==> src/rtl/eag_pkg.sv <==
package eag_pkg;
  typedef enum logic [2:0] {
    MODE_DIRECT = 3'd0,
    MODE_IMM    = 3'd1,
    MODE_IND    = 3'd2,
    MODE_INDINC = 3'd3,
    MODE_SHORT  = 3'd4,
    MODE_LONG   = 3'd5,
    MODE_PUSH   = 3'd6,
    MODE_POP    = 3'd7
  } mode_e;

  localparam int BYTE_W = 8;
endpackage

==> src/rtl/eag_align_chk.sv <==
module eag_align_chk
  import eag_pkg::*;
#(
  parameter int SEL_W = 8
) (
  input  mode_e            mode_i,
  input  logic             size_i,
  input  logic [SEL_W-1:0] sel_i,
  input  logic             sp_lsb_i,
  output logic             err_o
);
  always_comb begin
    unique case (mode_i)
      MODE_DIRECT:                  err_o = size_i & sel_i[0];
      MODE_IMM:                     err_o = 1'b0;
      MODE_IND, MODE_INDINC,
      MODE_SHORT, MODE_LONG:        err_o = sel_i[0]; // pointer is a word register
      MODE_PUSH, MODE_POP:          err_o = sp_lsb_i;
      default:                      err_o = 1'b0;
    endcase
  end

  always_comb begin
    assert_imm_never_faults_R2: assert (mode_i != MODE_IMM || !err_o);
  end
endmodule

==> src/rtl/eag_index_add.sv <==
module eag_index_add
  import eag_pkg::*;
#(
  parameter int AW      = 16,
  parameter int SHORT_W = 8,
  parameter int WORD_BYTES = 2
) (
  input  mode_e         mode_i,
  input  logic          size_i,
  input  logic [AW-1:0] ptr_i,
  input  logic [AW-1:0] field_i,
  output logic [AW-1:0] addr_o,
  output logic [AW-1:0] inc_o
);
  localparam int EXT_W = AW - SHORT_W;

  logic [AW-1:0] disp;
  logic [AW-1:0] step;

  always_comb begin
    unique case (mode_i)
      MODE_SHORT: disp = {{EXT_W{field_i[SHORT_W-1]}}, field_i[SHORT_W-1:0]};
      MODE_LONG:  disp = field_i;
      default:    disp = '0;
    endcase
  end

  assign addr_o = ptr_i + disp;
  assign step   = size_i ? AW'(WORD_BYTES) : AW'(1);
  assign inc_o  = ptr_i + step;

  logic [AW-1:0] diff;
  assign diff = addr_o - ptr_i;

  always_comb begin
    assert_short_window_R6: assert (mode_i != MODE_SHORT ||
      (&diff[AW-1:SHORT_W-1]) || !(|diff[AW-1:SHORT_W-1]));
  end
endmodule

==> src/rtl/eag_stack.sv <==
module eag_stack #(
  parameter int AW         = 16,
  parameter int WORD_BYTES = 2
) (
  input  logic          push_i,
  input  logic          pop_i,
  input  logic [AW-1:0] sp_i,
  output logic [AW-1:0] addr_o,
  output logic [AW-1:0] sp_nxt_o
);
  logic [AW-1:0] sp_dec;
  logic [AW-1:0] sp_inc;

  assign sp_dec   = sp_i - AW'(WORD_BYTES);
  assign sp_inc   = sp_i + AW'(WORD_BYTES);
  // push pre-decrements, pop post-increments
  assign addr_o   = push_i ? sp_dec : sp_i;
  assign sp_nxt_o = push_i ? sp_dec : (pop_i ? sp_inc : sp_i);

  always_comb begin
    assert_push_addr_is_new_sp_R8: assert (!push_i || addr_o == sp_nxt_o);
  end
endmodule

==> src/rtl/eag_top.sv <==
module eag_top
  import eag_pkg::*;
#(
  parameter int              AW         = 16,
  parameter int              SEL_W      = 8,
  parameter int              SHORT_W    = 8,
  parameter int              WORD_BYTES = 2,
  parameter logic [SEL_W-1:0] SP_SEL    = 8'h18
) (
  input  logic [2:0]       mode_i,
  input  logic             size_i,
  input  logic [SEL_W-1:0] reg_sel_i,
  input  logic [AW-1:0]    ptr_i,
  input  logic [AW-1:0]    field_i,
  input  logic [AW-1:0]    sp_i,
  output logic [AW-1:0]    addr_o,
  output logic             imm_valid_o,
  output logic [AW-1:0]    ptr_wb_o,
  output logic             ptr_wb_en_o,
  output logic [AW-1:0]    sp_o,
  output logic             sp_we_o,
  output logic             align_err_o
);
  localparam int ZPAD_SEL = AW - SEL_W;
  localparam int ZPAD_B   = AW - BYTE_W;

  mode_e         mode;
  logic          is_push, is_pop, is_stack, is_inc;
  logic [AW-1:0] idx_addr, idx_inc;
  logic [AW-1:0] stk_addr, stk_sp;
  logic [AW-1:0] imm_val;

  assign mode     = mode_e'(mode_i);
  assign is_push  = (mode == MODE_PUSH);
  assign is_pop   = (mode == MODE_POP);
  assign is_stack = is_push | is_pop;
  assign is_inc   = (mode == MODE_INDINC);

  eag_align_chk #(.SEL_W(SEL_W)) u_align (
    .mode_i   (mode),
    .size_i   (size_i),
    .sel_i    (reg_sel_i),
    .sp_lsb_i (sp_i[0]),
    .err_o    (align_err_o)
  );

  eag_index_add #(.AW(AW), .SHORT_W(SHORT_W), .WORD_BYTES(WORD_BYTES)) u_index (
    .mode_i  (mode),
    .size_i  (size_i),
    .ptr_i   (ptr_i),
    .field_i (field_i),
    .addr_o  (idx_addr),
    .inc_o   (idx_inc)
  );

  eag_stack #(.AW(AW), .WORD_BYTES(WORD_BYTES)) u_stack (
    .push_i   (is_push),
    .pop_i    (is_pop),
    .sp_i     (sp_i),
    .addr_o   (stk_addr),
    .sp_nxt_o (stk_sp)
  );

  assign imm_val = size_i ? field_i : {{ZPAD_B{1'b0}}, field_i[BYTE_W-1:0]};

  always_comb begin
    unique case (mode)
      MODE_DIRECT:          addr_o = {{ZPAD_SEL{1'b0}}, reg_sel_i};
      MODE_IMM:             addr_o = imm_val;
      MODE_IND, MODE_INDINC,
      MODE_SHORT, MODE_LONG: addr_o = idx_addr;
      default:              addr_o = stk_addr;
    endcase
  end

  assign imm_valid_o = (mode == MODE_IMM);
  assign ptr_wb_o    = idx_inc;
  assign ptr_wb_en_o = is_inc & ~align_err_o;
  // post-increment of the stack pointer's own register aliases onto SP
  assign sp_we_o     = ~align_err_o & (is_stack | (is_inc & (reg_sel_i == SP_SEL)));
  assign sp_o        = !sp_we_o ? sp_i : (is_stack ? stk_sp : idx_inc);

  always_comb begin
    assert_err_blocks_wb_R11: assert (!align_err_o || (!ptr_wb_en_o && !sp_we_o && sp_o == sp_i));
    assert_imm_no_side_effect_R3: assert (!imm_valid_o || (!ptr_wb_en_o && !sp_we_o));
    assert_stack_step_R9: assert (!(sp_we_o && is_pop) || (sp_o - sp_i) == AW'(WORD_BYTES));
    assert_sp_alias_R12: assert (!(sp_we_o && is_inc) || (ptr_wb_en_o && sp_o == ptr_wb_o));
  end
endmodule

==> config.mk <==
export PLATFORM = sky130hd
export DESIGN_NAME = eag_top
export DESIGN_NICKNAME = d
export VERILOG_FILES = /design/src/rtl/eag_pkg.sv /design/src/rtl/eag_align_chk.sv /design/src/rtl/eag_index_add.sv /design/src/rtl/eag_stack.sv /design/src/rtl/eag_top.sv
export SDC_FILE = /design/constraint.sdc
export NUM_CORES = 1
export LEC_CHECK = 0
export ABC_CLOCK_PERIOD_IN_PS = 5000
export BUFFER_PORTS_ARGS = -buffer_cell sky130_fd_sc_hd__buf_4
export CORE_ASPECT_RATIO = 0.5
export CORE_UTILIZATION = 49
export DETAILED_ROUTE_END_ITERATION = 8
export PLACE_DENSITY_LB_ADDON = 0.3
export SYNTH_ARGS = -nofsm -noshare
export SYNTH_HDL_FRONTEND = slang
export SYNTH_SLANG_ARGS = --single-unit
==> constraint.sdc <==
create_clock -name vclk -period 5
set_input_delay 0.75 -clock vclk [all_inputs]
set_output_delay 0.75 -clock vclk [all_outputs]
set_load 0.01 [all_outputs]
==> flow_summary.toml, run 1 <==
[detailed_routing]
drt_wl_total_um = 9904
vias = 3682
ant_nets = 0
drc = 0
viasPerCell = 6.230
drtIter0Drc = 353
avgRoutedWirePerCell_um = 16.76
drt-pass1-iter-count = 5

[die]
initial_core_util = 0.5092
placeableCoreArea_um2 = 5492
die_y_um = 55.42
dieWidth_um = 108.8
die_area_um2 = 6032
ios = 112
rows = 19

[synthesis]
seq_area_frac_synth = 0
ys_types = 68
ys_warn_count = 0
synth_cells = 432
synthesis.area_um2 = 2796
synthesis.nets = 513
syn_avg_cell_area_um2 = 6.473

[clock_tree]
holdBufCountCts = 0
cts_resized = 0
cts_setup_buffers = 0

[cells_and_area]
n_fill_cell = 510
layout_commonest_cell = "buf_4"
final_cell_mix = "115 x buf_4, 52 x nand2_1, 48 x a21oi_1, 34 x nor2_1, 30 x o21ai_0"
num_antenna_cells = 0
regArea_um2 = 0
synthToLayoutAreaGrowth_pct = 27.74
nets = 601
seq_cells = 0
drive_gt1_frac = 0.2529
clkbuf_count = 0

[critical_path]
worstSetupEndpointType = "output port"
required_ps = 4250
critPathKind = "input pin to output port"
startpoint_type = "input pin"
cp.arrival_ps = 4010
path_max_fanout = 32

[timing]
finalSetupTns_ps = 0
slew_headroom = 0.5376
finalCriticalPeriod_ps = 4756
fmaxAchievable_mhz = 210.2
rsz0062_at_grt = "false"
tightest_slew_ps = 686.3
slew_violations = 0
period_share = 0.9513
setup_viol_count_final = 0
worst_slack_ps = 243.6
hold_violations = 0

[global_routing]
grt_pass1_wl_um = 15480
first_global_vias = 3177
grt_start_max_net_pins = 35
overflow = 0
track_usage = 0.3188
antenna_found_initial = 0

[min_path]
whs_endpoint = "addr_o[10]"
min_path_cells = 4
hold_path_startpoint = "field_i[10]"
worstHoldPathType = "input pin to output port"

[placement]
dp_hpwl_um = 7919
gp_congestion = 0.9327
dp_slack_ps = 407.8
port_buffers = 112

[power]
swShare = 0.5423
peakVddDrop_mv = 0.05942
combPwrFrac = 1.000
seq_power_share = 0
clkPwrFrac = 0
powerDensity_nw_per_um2 = 99.43
p_sw_uw = 192.6
power.leakage_uw = 0.001614
p_int_uw = 162.6

[status]
outcome = "completed"

[job]
max_cap_violations = 0
-- kinds of logic (layout without fill, tap and decap cells) --
family / after synthesis / in the layout / synth area share
compound gates: 140 / 140 / 0.3154
xor+xnor: 41 / 41 / 0.1284
fa+ha+maj: 22 / 22 / 0.1029
buf+inv: 47 / 133 / 0.08814
mux: 15 / 15 / 0.05593
simple gates: 167 / 167 / 0.3092
-- synth_stat cells, drive strengths merged, types with 4 or more instances --
cell type	n	area (um2)
o22ai	9	56.30
nor3	12	60.06
and3	13	81.33
a22oi	6	45.04
and2	9	57.56
inv	18	67.56
buf	10	72.56
nor2	34	127.6
a31oi	4	25.02
xor2	12	105.1
o21ai	30	150.1
nand4	6	43.79
xnor2	29	254.0
o211ai	4	30.03
mux2	5	56.30
a21oi	48	240.2
nand2b	6	37.54
ha	19	237.7
nor4	4	31.28
mux2i	10	100.1
clkbuf	19	106.4
nand3	12	60.06
nor2b	4	25.02
nand2	52	195.2
-- layout make-up --
type                            instances  area, um2  share of cell area
Inverter                               18      67.56             0.01891
Timing Repair Buffer                  115      863.3              0.2417
Multi-Input combinational cell        385       2550              0.7138
Tap cell                               73      91.34             0.02557
-- per-layer routing --
metal	routed length (um)	track usage	up-vias
li1	-	-	1763
met1	4402	0.4599	1689
met2	4279	0.5054	212
met3	1052	0.04250	18
met4	171	0.05985	0
met5	0	0	-
-- worst max-delay path by stage --
stage          startpoint    endpoint  slack (ps)
5_1_grt         mode_i[2]  addr_o[14]          70
3_5_place_dp    mode_i[2]  addr_o[14]         410
4_1_cts         mode_i[2]  addr_o[14]         400
3_3_place_gp    mode_i[2]  addr_o[14]         470
2_1_floorplan   mode_i[0]  addr_o[14]         870
6_report        mode_i[2]  addr_o[14]         240
-- stage by stage --
step	hold WS [ps]	util	cell area [um2]	power, uW	instances
2_1_floorplan	1580	-	2796	202.9	432
3_3_place_gp	1808	0.6505	3572	345.9	591
3_5_place_dp	1808	0.6505	3572	348.4	591
4_1_cts	1808	0.6505	3572	349.8	591
5_1_grt	1830	0.6505	3572	383.9	591
6_report	1802	0.6505	3572	355.2	591
-- worst max-delay path, stage by stage --
cell and delay, ps:
buf_4 260, nor2b_1 460, and2_1 200, ha_1 180, inv_1 60, fa_1 370
nand2b_1 180, a21oi_1 180, o21ai_0 290, o21ai_0 510, mux2i_1 260, a22oi_1 100
buf_4 190
-- power groups by stage --
stage / clock, uW / combinational (uW) / sequential [uW]
global placement: 0 / 346 / 0
CTS: 0 / 350 / 0
finish: 0 / 355 / 0
floorplan: 0 / 203 / 0
global route: 0 / 384 / 0
detailed placement: 0 / 348 / 0
Note: power is estimated with default switching activity, not from simulation.
==> run 2: changes to the inputs <==
ABC_CLOCK_PERIOD_IN_PS = 4900   (was 5000)
clock period = 4.9 ns   (was 5 ns; I/O delays follow)
==> flow_summary.toml, run 2 (same netlist as run 1, synthesis figures left out) <==
[cells_and_area]
regArea_um2 = 0
num_antenna_cells = 0
seq_cells = 0
layout_commonest_cell = "buf_4"
stdcell_count = 594
nets = 604
drive_gt1_frac = 0.2572
clkbuf_count = 0
final_cell_mix = "118 x buf_4, 52 x nand2_1, 48 x a21oi_1, 34 x nor2_1, 30 x o21ai_0"
stdcell_area_um2 = 3595
synthToLayoutAreaGrowth_pct = 28.55

[timing]
setup_viol_count_final = 0
period_share = 0.9279
slew_headroom = 0.5252
slew_violations = 0
finalCriticalPeriod_ps = 4547
rsz0062_at_grt = "false"
tightest_slew_ps = 705.7
hold_violations = 0
finalSetupTns_ps = 0
fmaxAchievable_mhz = 219.9

[global_routing]
grt_start_max_net_pins = 32
grt_pass1_wl_um = 15610
antenna_found_initial = 0
track_usage = 0.3223
first_global_vias = 3236
overflow = 0

[critical_path]
startpoint_type = "input pin"
cp.arrival_ps = 3810
worstSetupEndpointType = "output port"
crit_family = "compound AO/OA/AOI/OAI gates"
worst-path-stages = 13
crit_path_cell_trace = "buf_4 > nor2b_1 > and2_1 > ha_1 > inv_1 > fa_1 > nand2b_1 > a21oi_1 > o21ai_0 > o21ai_0 > mux2i_1 > a22oi_1 > buf_4"
critPathMaxStageDelay_ps = 490
required_ps = 4160
critPathCapture = "addr_o[14]"
path_max_fanout = 17
setup.worst_path.start = "mode_i[1]"
crit_buf_inv = 3
slowest_stage = "o21ai_0"
critPathKind = "input pin to output port"

[die]
die_area_um2 = 6032
rows = 19
placeableCoreArea_um2 = 5492
dieWidth_um = 108.8
die_y_um = 55.42
initial_core_util = 0.5092
ios = 112

[clock_tree]
holdBufCountCts = 0
cts_setup_buffers = 0
cts_resized = 0

[placement]
gp_congestion = 0.9549
dp_hpwl_um = 8056
dpl_cell_area_um2 = 3595
port_buffers = 112
placed_cells = 594

[detailed_routing]
drtIter0Drc = 278
viasPerCell = 6.192
ant_nets = 0
drt_wl_total_um = 9914
vias = 3678
drc = 0
drt-pass1-iter-count = 5
avgRoutedWirePerCell_um = 16.69

[power]
peakVddDrop_mv = 0.06231
power.leakage_uw = 0.001628
powerDensity_nw_per_um2 = 101.2

[min_path]
worstHoldPathType = "input pin to output port"

[status]
outcome = "completed"

[job]
max_cap_violations = 0
run 2: metrics by stage:
stage                     total power (uW)  hold slack, ps  setup WS (ps)  utilization
final                                363.9            1774          353.1       0.6546
after global routing                 393.8            1792          137.7       0.6546
after CTS                            359.5            1777          460.3       0.6546
after detailed placement             358.0            1777          460.2       0.6546
after global placement               355.3            1776          524.3       0.6546
after floorplan                      207.0            1550          799.0            -
run 2: worst min path at each step:
| stage | from | endpoint | depth (start not counted) |
|---|---|---|---|
| final | field_i[10] | addr_o[10] | 4 |
| after global routing | field_i[10] | addr_o[10] | 4 |
| after CTS | field_i[10] | addr_o[10] | 4 |
| after detailed placement | field_i[10] | addr_o[10] | 4 |
| after global placement | field_i[10] | addr_o[10] | 4 |
| after floorplan | ptr_i[11] | ptr_wb_o[11] | 1 |
run 2: cell type report:
cell class	instances	area [um2]
fill	543	1897
inverter	18	67.56
timing repair buffer	118	885.9
multi-input combinational	385	2550
tap	73	91.34
run 2: report_power, final:
| part | leakage [uW] | total (uW) | internal, uW | switching [uW] |
|---|---|---|---|---|
| Sequential | 0 | 0 | 0 | 0 |
| Combinational | 0.00163 | 364 | 168 | 196 |
| Clock | 0 | 0 | 0 | 0 |
| Total | 0.00163 | 364 | 168 | 196 |
run 2: routing by layer:
metal,GRT usage,share of wire
met5,0,0
met4,0.09653,0.027
met1,0.4721,0.45
met3,0.02361,0.098
met2,0.5000,0.42
